**src/rtl/brdir_pkg.sv**
```systemverilog
package brdir_pkg;
  // Which of the three ranked sources decided a prediction.
  typedef enum logic [1:0] {
    SRC_STATIC = 2'b00,
    SRC_HINT   = 2'b01,
    SRC_TABLE  = 2'b10
  } src_e;
endpackage

```
**src/rtl/brdir_table.sv**
```systemverilog
// Direct-mapped history store. Tag and direction live in a memory with a
// registered, read-first port, so it can map onto block RAM. Valid bits sit
// in flops so that reset can clear them all at once.
module brdir_table #(
  parameter int ENTRIES = 16,
  parameter int TAG_W   = 6,
  localparam int IDX_W  = $clog2(ENTRIES)
) (
  input  logic             clk,
  input  logic             rst,
  input  logic             rd_en,
  input  logic [IDX_W-1:0] rd_idx,
  input  logic             wr_en,
  input  logic [IDX_W-1:0] wr_idx,
  input  logic [TAG_W-1:0] wr_tag,
  input  logic             wr_dir,
  output logic             rd_valid,
  output logic [TAG_W-1:0] rd_tag,
  output logic             rd_dir
);
  logic [TAG_W:0]       mem [ENTRIES];
  logic [ENTRIES-1:0]   vld;
  logic [TAG_W:0]       rd_word;

  // Memory port: read and write in the same process. The nonblocking write
  // means a read of the same entry returns the old contents.
  always_ff @(posedge clk) begin
    if (wr_en) mem[wr_idx] <= {wr_tag, wr_dir};
    if (rd_en) rd_word <= mem[rd_idx];
  end

  always_ff @(posedge clk) begin
    if (rst) begin
      vld      <= '0;
      rd_valid <= 1'b0;
    end else begin
      if (wr_en) vld[wr_idx] <= 1'b1;
      if (rd_en) rd_valid <= vld[rd_idx];
    end
  end

  assign rd_tag = rd_word[TAG_W:1];
  assign rd_dir = rd_word[0];
endmodule

```
**src/rtl/brdir_select.sv**
```systemverilog
// Ranks the three sources: a table hit first, then a valid hint, then the
// backward-taken rule.
module brdir_select
  import brdir_pkg::*;
(
  input  logic hit,
  input  logic hit_dir,
  input  logic hint_v,
  input  logic hint_dir,
  input  logic backward,
  output logic taken,
  output src_e source
);
  always_comb begin
    if (hit) begin
      taken  = hit_dir;
      source = SRC_TABLE;
    end else if (hint_v) begin
      taken  = hint_dir;
      source = SRC_HINT;
    end else begin
      taken  = backward;
      source = SRC_STATIC;
    end
  end
endmodule

```
**src/rtl/brdir_predictor.sv**
```systemverilog
module brdir_predictor
  import brdir_pkg::*;
#(
  parameter int AW      = 32,
  parameter int ENTRIES = 16,
  parameter int TAG_W   = 6,
  parameter int ALIGN   = 2
) (
  input  logic          clk,
  input  logic          rst,
  input  logic          lookup_valid,
  input  logic [AW-1:0] lookup_pc,
  input  logic [AW-1:0] lookup_target,
  input  logic          hint_valid,
  input  logic          hint_taken,
  input  logic          update_valid,
  input  logic [AW-1:0] update_pc,
  input  logic          update_taken,
  output logic          pred_valid,
  output logic          pred_taken,
  output logic [1:0]    pred_source
);
  localparam int IDX_W  = $clog2(ENTRIES);
  localparam int IDX_LO = ALIGN;
  localparam int TAG_LO = ALIGN + IDX_W;
  localparam int TAG_HI = TAG_LO + TAG_W - 1;

  // Address slices
  logic [IDX_W-1:0] lk_idx, up_idx;
  logic [TAG_W-1:0] lk_tag, up_tag;
  assign lk_idx = lookup_pc[TAG_LO-1:IDX_LO];
  assign lk_tag = lookup_pc[TAG_HI:TAG_LO];
  assign up_idx = update_pc[TAG_LO-1:IDX_LO];
  assign up_tag = update_pc[TAG_HI:TAG_LO];

  logic unused_addr_bits;
  assign unused_addr_bits = ^{lookup_pc[AW-1:TAG_HI+1], lookup_pc[ALIGN-1:0],
                              update_pc[AW-1:TAG_HI+1], update_pc[ALIGN-1:0]};

  // Stage 1: table read alongside the captured lookup fields
  logic             t_valid, t_dir;
  logic [TAG_W-1:0] t_tag;

  brdir_table #(.ENTRIES(ENTRIES), .TAG_W(TAG_W)) u_table (
    .clk      (clk),
    .rst      (rst),
    .rd_en    (lookup_valid),
    .rd_idx   (lk_idx),
    .wr_en    (update_valid),
    .wr_idx   (up_idx),
    .wr_tag   (up_tag),
    .wr_dir   (update_taken),
    .rd_valid (t_valid),
    .rd_tag   (t_tag),
    .rd_dir   (t_dir)
  );

  logic             s1_valid, s1_hint_v, s1_hint_t, s1_back;
  logic [TAG_W-1:0] s1_tag;

  always_ff @(posedge clk) begin
    if (rst) begin
      s1_valid  <= 1'b0;
      s1_hint_v <= 1'b0;
      s1_hint_t <= 1'b0;
      s1_back   <= 1'b0;
      s1_tag    <= '0;
    end else begin
      s1_valid <= lookup_valid;
      if (lookup_valid) begin
        s1_hint_v <= hint_valid;
        s1_hint_t <= hint_taken;
        s1_back   <= (lookup_target < lookup_pc);
        s1_tag    <= lk_tag;
      end
    end
  end

  // Stage 2: resolve priority and register the result
  logic sel_taken, hit;
  src_e sel_src;
  assign hit = t_valid && (t_tag == s1_tag);

  brdir_select u_select (
    .hit      (hit),
    .hit_dir  (t_dir),
    .hint_v   (s1_hint_v),
    .hint_dir (s1_hint_t),
    .backward (s1_back),
    .taken    (sel_taken),
    .source   (sel_src)
  );

  always_ff @(posedge clk) begin
    if (rst) begin
      pred_valid  <= 1'b0;
      pred_taken  <= 1'b0;
      pred_source <= SRC_STATIC;
    end else begin
      pred_valid  <= s1_valid;
      pred_taken  <= s1_valid ? sel_taken : 1'b0;
      pred_source <= s1_valid ? sel_src : SRC_STATIC;
    end
  end
endmodule

```
**config.mk**
```make
export PLATFORM = sky130hd
export DESIGN_NAME = brdir_predictor
export DESIGN_NICKNAME = d
export VERILOG_FILES = /design/src/rtl/brdir_pkg.sv /design/src/rtl/brdir_table.sv /design/src/rtl/brdir_select.sv /design/src/rtl/brdir_predictor.sv
export SDC_FILE = /design/constraint.sdc
export NUM_CORES = 1
export LEC_CHECK = 0
export BUFFER_PORTS_ARGS = -buffer_cell sky130_fd_sc_hd__buf_4
export CORE_ASPECT_RATIO = 1.75
export CORE_MARGIN = 2
export CORE_UTILIZATION = 55
export DETAILED_ROUTE_END_ITERATION = 8
export PLACE_DENSITY = 0.75
export SLEW_MARGIN = 0
export SYNTH_ARGS = -nofsm -noshare
export SYNTH_HDL_FRONTEND = slang
export SYNTH_HIERARCHICAL = 1
export SYNTH_SLANG_ARGS = --single-unit
```
**constraint.sdc**
```tcl
create_clock -name clk -period 3.7 [get_ports clk]
set_input_delay 0.185 -clock clk [delete_from_list [all_inputs] [get_ports clk]]
set_output_delay 0.185 -clock clk [all_outputs]
set_load 0.02 [all_outputs]
```
==> results of run 1 <==
[cell families (layout without fill, tap and decap cells)]
kind of cell | after synthesis | in the layout | synth area share [%]
AO/OA/AOI/OAI | 29 | 29 | 2.89
adder cells (fa/ha/maj) | 31 | 31 | 5.90
XOR/XNOR | 6 | 6 | 0.799
buffers and inverters | 48 | 150 | 3.27
AND/OR/NAND/NOR | 105 | 105 | 7.36
multiplexers | 50 | 50 | 16.0
flip-flops | 150 | 150 | 63.8
[layout make-up]
type                       instances  area (µm²)
clock buffer                      23         468
clock inverter                     9        77.6
fill                             804        3790
inverter                          34         128
multi-input combinational        221        2190
sequential                       150        4190
tap                              135         169
timing repair buffer              84         631
[power groups by stage]
stage	sequential (mW)	combinational [mW]	clock, mW
floorplan	1.91	0.169	0
detailed placement	1.92	0.300	0
global route	1.88	0.328	1.67
CTS	1.88	0.302	1.61
finish	1.88	0.296	1.59
global placement	1.91	0.287	0
[final timing paths]
path | start | end | slack (ns) | cells after the start
worst max-delay path | lookup_pc[2] | s1_back$_SDFFE_PP0P_ | 1.86 | 8
worst min-delay path | hint_valid | s1_hint_v$_SDFFE_PP0P_ | 0.02 | 3
worst max register to register | u_table/mem[13][1]$_DFFE_PP_ | u_table/rd_word[1]$_DFFE_PP_ | 2.02 | 2
worst min register to register | u_table/vld[6]$_SDFFE_PP0P_ | u_table/vld[6]$_SDFFE_PP0P_ | 0.48 | 2
[worst min-delay path, cell delays in order]
cell	delay, ns
buf_4	0.08
mux2i_1	0.06
nor2_1	0.07
[routing by layer]
metal  share of wire (%)  vias to the layer above
li1                    -                     1791
met1                  37                     1859
met2                  56                      136
met3                 5.2                       26
met4                 2.3                        0
met5                   0                        -
[metrics by stage]
stage	total power [mW]	setup slack (ns)	cells	utilization, %	instance area (µm²)
after floorplan	2.08	2.04	419	-	6580
after global placement	2.20	1.40	624	62.8	7310
after detailed placement	2.22	1.38	624	62.8	7310
after CTS	3.79	1.81	656	67.4	7860
after global routing	3.88	1.73	656	67.4	7860
final	3.77	1.86	656	67.4	7860
[cell usage after synthesis, types with 2 or more instances]
cell type	count
clkbuf_1	4
mux2i_1	13
nor2_1	57
xnor2_1	3
a21o_1	2
nor2b_1	3
nor3_1	5
nand4_1	7
buf_4	3
nand2b_1	3
mux4_1	24
nand2_1	13
dfxtp_1	31
nand3_1	6
or3b_2	2
o21ai_0	3
and2_1	3
xor2_1	3
ha_1	31
edfxtp_1	119
mux4_2	13
a221oi_1	3
inv_1	34
nand3b_1	3
buf_1	3
a21oi_1	12
buf_6	3
[flip-flops by register name, summed over array words and instances (netlist names)]
name	count
u_table/vld	16
pred_valid	1
s1_hint_v	1
s1_tag	6
u_table/mem	112
pred_source	2
u_table/rd_valid	1
pred_taken	1
u_table/rd_word	7
s1_valid	1
s1_back	1
s1_hint_t	1
==> impl_metrics.py, run 1 <==
metrics = {
    "worst_setup_path": {
        "cp_slowest_stage_delay_ns": 0.49,
        "crit_chain": "buf_4, inv_1, ha_1, o21a_1, nor2_1, or4b_1, a31oi_1, o41ai_1",
        "startpoint_type": "input port",
        "crit_type": "input port to flop",
        "crit_family": "compound AO/OA/AOI/OAI gates",
        "worst_ep_required_time_ns": 3.98,
        "setup.worst_path.end_class": "flop",
        "path_buf_inv": 2,
        "cpMaxStageDelayCell": "or4b_1",
        "worstPathArrival_ns": 2.13,
        "critPathMaxFanout": 31,
    },
    "cts": {
        "clock-sinks": 150,
        "numCtsBuffers": 17,
        "cts_resized": 0,
        "holdBufCountCts": 0,
        "h-tree-depth": 4,
        "clock_latency_ns": 0.42,
        "post_cts_buffers": 0,
        "root_buffer": "clkbuf_16",
        "clk_pin_slew_ns": 0.06,
        "cts_buffer_depth": 2,
        "cts_tree": "yes",
    },
    "route": {
        "wl_per_cell_um": 21.0,
        "via_per_inst": 5.81,
        "drc": 0,
        "first_pass_iters": 4,
        "vias": 3812,
        "ant_nets": 0,
        "initialDrtViolationCount": 355,
        "routed_wirelength_mm": 13.8,
    },
    "sta": {
        "fin_crit_sh_pct": 49.8,
        "fmax_ghz": 0.543,
        "post-route-min-period_ns": 1.84,
        "setup_viol": 0,
        "maxSlewViolCount": 0,
        "hold_viol": 0,
        "finalSetupTns_ns": 0,
        "rsz0062_at_grt": "no",
        "worst_pin_slew_ns": 1.14,
        "whs_ns": 0.0178,
        "skew_ns": 0.00822,
        "slew_headroom_pct": 24.0,
    },
    "logic_synthesis": {
        "syn-num-nets": 553,
        "synth_edf_count": 119,
        "ys.flop_type": "edfxtp_1",
        "yosys-top-cells-area": "edfxtp_1 (54%), mux4_1 (9.6%), dfxtp_1 (9.4%)",
        "syn_avg_cell_area_um2": 15.7,
        "yosys_warnings": 6,
        "synthCells": 419,
        "synth_top_cell_by_area": "edfxtp_1",
        "synth_top_area_share_pct": 54.3,
        "ys_types": 40,
        "ys_ff_latch": 150,
        "ys_seq_area_share_pct": 63.8,
        "synth_area_mm2": 0.00658,
        "async_flop_share_pct": 0,
    },
    "floorplan": {
        "rows": 52,
        "die-area_mm2": 0.0129,
        "core_area_mm2": 0.0116,
        "die_h_um": 149,
        "boundaryPins": 107,
        "die_w_um": 86.7,
        "start_util_pct": 56.5,
    },
    "power": {
        "p_leak_nw": 3.08,
        "netSwitchingPower_mw": 0.791,
        "pwr-share-comb_pct": 7.9,
        "ir_drop_v": 0.000435,
        "p_int_mw": 2.98,
        "pwr-share-seq_pct": 49.9,
        "p_per_area_mw_per_mm2": 479,
        "switching_share_pct": 21.0,
        "power_frac_clock_pct": 42.2,
    },
    "global_route": {
        "grt_pass1_vias": 3890,
        "grt_usage_pct": 22.3,
        "antenna_found_initial": 0,
        "grt_use_met3_pct": 4.55,
        "grt_use_met2_pct": 41.5,
        "top_usage_layer": "met2",
        "grt_remaining_overflow": 0,
        "grt_start_max_net_pins": 33,
        "grt_util_met1_pct": 24.7,
        "grt_pass1_wl_mm": 20.5,
    },
    "finish": {
        "num_antenna_cells": 0,
        "area_delta_synth_final_pct": 19.4,
        "drive_gt1_share_pct": 25.5,
        "final_common_cell": "edfxtp_1",
        "final_cell_mix": "edfxtp_1 (119), buf_4 (84), nor2_1 (57)",
        "final_nets": 642,
    },
    "place": {
        "gp_congestion": 0.760,
        "hpwl_mm": 9.16,
        "portBuffers": 84,
    },
    "flow_run": {
        "cap_violations": 0,
    },
    "worst_hold_path": {
        "holdCritPathClass": "input port to flop",
    },
    "run_status": {
        "status": "finished clean",
    },
}
Note: power is estimated with default switching activity, not from simulation.
==> run 2: changes to the inputs <==
Settings changed: ABC_AREA from default to 1, CORE_UTILIZATION 55 to 51, PLACE_DENSITY 0.75 to 0.73.
Clock period 3.7 ns to 1.6 ns, I/O delays scaled along.
==> run 2 against run 1 <==
Net effect: global-route usage is 0.64 points higher; critical path depth rose by 5; largest cell class unchanged; design area up 6.6%; clock skew increased by 0.00057 ns; via count grew 35%; count of clock-buffer cells in the layout is 3 lower; largest power group unchanged; sequential cell count stayed put; register-to-register slack got worse by 1.9 ns; clock power grew 130%.
==> impl_metrics.py, run 2 <==
metrics = {
    "power": {
        "p_int_mw": 6.74,
        "ir_drop_v": 0.000858,
        "power_frac_clock_pct": 41.0,
        "switching_share_pct": 23.7,
        "netSwitchingPower_mw": 2.09,
        "p_per_area_mw_per_mm2": 1050,
        "p_leak_nw": 3.41,
        "pwr-share-seq_pct": 49.3,
        "pwr-share-comb_pct": 9.7,
    },
    "worst_setup_path": {
        "crit_chain": "dlygate4sd3_1, buf_4, inv_1, ha_4, nand2_1, nor2_1, nor3_1, nand2_1, nand2_2, nand2_2, nand2_1, nand2_1, a21oi_2",
        "cpMaxStageDelayCell": "dlygate4sd3_1",
        "worst_ep_required_time_ns": 1.95,
        "setup.worst_path.end_class": "flop",
        "path_buf_inv": 3,
        "path_common_cell": "nand2_1",
        "startpoint_type": "input port",
        "worstPathArrival_ns": 1.84,
        "crit_family": "buffers and inverters",
        "critPathMaxFanout": 2,
        "crit_type": "input port to flop",
        "cp_slowest_stage_delay_ns": 0.54,
    },
    "cts": {
        "numCtsBuffers": 17,
        "clk_pin_slew_ns": 0.06,
        "clock_latency_ns": 0.42,
        "root_buffer": "clkbuf_16",
        "cts_tree": "yes",
        "post_cts_buffers": 0,
        "cts_buffer_depth": 2,
        "h-tree-depth": 4,
        "clock-sinks": 150,
    },
    "logic_synthesis": {
        "synth_area_mm2": 0.00676,
        "ys_ff_latch": 150,
        "synth_commonest_cells": "nor2_1 (148), edfxtp_1 (119), nand2_1 (67), o21ai_0 (67), inv_1 (64)",
        "syn-num-nets": 790,
        "ys.flop_type": "edfxtp_1",
        "async_flop_share_pct": 0,
        "syn_avg_cell_area_um2": 10.3,
        "synthCells": 656,
        "synthMostInstantiatedCell": "nor2_1",
        "synth_top_cell_by_area": "edfxtp_1",
        "ys_seq_area_share_pct": 62.0,
        "yosys_warnings": 6,
        "ys_types": 29,
        "synth_top_area_share_pct": 52.8,
        "yosys-top-cells-area": "edfxtp_1 (53%), dfxtp_1 (9.2%), nor2_1 (8.2%)",
        "synth_edf_count": 119,
    },
    "finish": {
        "final_cell_mix": "nor2_1 (148), edfxtp_1 (119), buf_4 (111)",
        "area_delta_synth_final_pct": 23.8,
        "final_nets": 908,
        "stdcell_area_mm2": 0.00837,
        "largest_reg_flops": 112,
        "final_common_cell": "nor2_1",
        "reg.largest.list": "u_table/mem (112), u_table/vld (16), u_table/rd_word (7)",
        "drive_gt1_share_pct": 19.2,
        "regMostFlops": "u_table/mem",
        "post-route-util_pct": 64.7,
        "num_antenna_cells": 0,
    },
    "sta": {
        "maxSlewViolCount": 0,
        "skew_ns": 0.00879,
        "hold_viol": 0,
        "fmax_ghz": 0.671,
        "slew_headroom_pct": 76.9,
        "fin_crit_sh_pct": 93.1,
        "setup_viol": 0,
        "worst_pin_slew_ns": 0.346,
        "post-route-min-period_ns": 1.49,
    },
    "floorplan": {
        "boundaryPins": 107,
        "die_w_um": 91.0,
        "die-area_mm2": 0.0142,
        "rows": 55,
        "start_util_pct": 52.3,
        "die_h_um": 156,
        "core_area_mm2": 0.0129,
    },
    "place": {
        "hpwl_mm": 10.6,
        "gp_congestion": 0.849,
        "placed_area_mm2": 0.00767,
        "portBuffers": 84,
    },
    "route": {
        "via_per_inst": 5.39,
        "wl_per_cell_um": 16.3,
        "first_pass_iters": 5,
        "initialDrtViolationCount": 466,
        "vias": 5164,
        "ant_nets": 0,
        "routed_wirelength_mm": 15.7,
        "drc": 0,
    },
    "global_route": {
        "grt_remaining_overflow": 0,
        "grt_pass1_wl_mm": 25.0,
        "grt_usage_pct": 22.9,
        "grt_pass1_vias": 5218,
        "grt_start_max_net_pins": 65,
        "antenna_found_initial": 0,
    },
    "worst_hold_path": {
        "holdCritPathClass": "input port to flop",
    },
    "flow_run": {
        "cap_violations": 0,
    },
    "run_status": {
        "status": "finished clean",
    },
}
[run 2: cell count changes after synthesis, sizes merged, moves of 9 or more]
cell	previous run	this run
a21oi	12	21
buf	10	20
inv	34	66
mux2i	13	0
mux4	37	0
nand2	13	67
nand3	6	32
nor2	57	148
o211ai	1	27
o21ai	4	69
[run 2: final cells by class]
class / count / area [µm²]
Clock buffer: 20 / 447
Timing Repair Buffer: 126 / 1000
Tap cell: 171 / 214
Sequential cell: 150 / 4190
Multi-Input combinational cell: 413 / 2170
Inverter: 66 / 253
Clock inverter: 12 / 93.8
Fill cell: 1014 / 4570
[run 2: timing repair]
| action | 4_1_cts | 5_1_grt |
|---|---|---|
| hold buffers | 13 | 0 |
| gates resized for setup | 0 | 5 |
| hold endpoints to repair | 50 | 0 |
| setup endpoints to repair | 0 | 2 |
[run 2: cells by family (layout without fill, tap and decap cells)]
kind of cell             count (synthesis)  after routing  synth area share, %
XOR/XNOR                                 3              3                0.389
flip-flops                             150            150                 62.0
adder cells (fa/ha/maj)                 31             31                 5.74
AND/OR/NAND/NOR                        256            256                 15.0
AO/OA/AOI/OAI                          123            123                 10.5
buffers and inverters                   93            224                 6.33
[run 2: per-layer routing]
metal / wire, µm / GRT usage (%) / vias up
met5: 0 / 0 / -
met4: 596 / 11.4 / 0
met3: 838 / 5.15 / 40
met2: 8410 / 42.6 / 211
met1: 5800 / 24.0 / 2427
li1: - / - / 2486
[run 2: power groups by stage]
stage	logic, mW	registers [mW]	clock network [mW]
after CTS	0.853	4.35	3.66
after detailed placement	0.822	4.43	0
after global routing	0.967	4.36	3.82
after floorplan	0.456	4.42	0
after global placement	0.786	4.42	0
final	0.860	4.35	3.62
[run 2: worst reg2reg max path, delay by kind of cell (launching register included)]
kind,cells,cell delay [ns]
buf+inv,3,0.28
xor+xnor,1,0.17
simple gates,5,0.52
flops,1,0.38
[run 2: final timing paths]
check                                    start                            to  slack, ns  cells past startpoint
hold / removal                    update_pc[8]   u_table/mem[3][3]$_DFFE_PP_      0.006                      1
setup / recovery                  lookup_pc[7]          s1_back$_SDFFE_PP0P_       0.11                     13
setup reg to reg  u_table/rd_word[1]$_DFFE_PP_         pred_taken$_SDFF_PP0_       0.14                      9
hold reg to reg   u_table/vld[14]$_SDFFE_PP0P_  u_table/vld[14]$_SDFFE_PP0P_       0.48                      2
[run 2: through the flow]
stage,setup WS (ns),power [mW],std cells,TNS (ns),hold slack [ns]
floorplan,0.263,4.88,656,0,0.149
global placement,0.172,5.21,913,0,0.317
detailed placement,0.145,5.25,913,0,0.343
CTS,0.132,8.86,958,0,0.00308
global route,-0.00127,9.15,958,-0.00127,0.00722
finish,0.110,8.83,958,0,0.00566
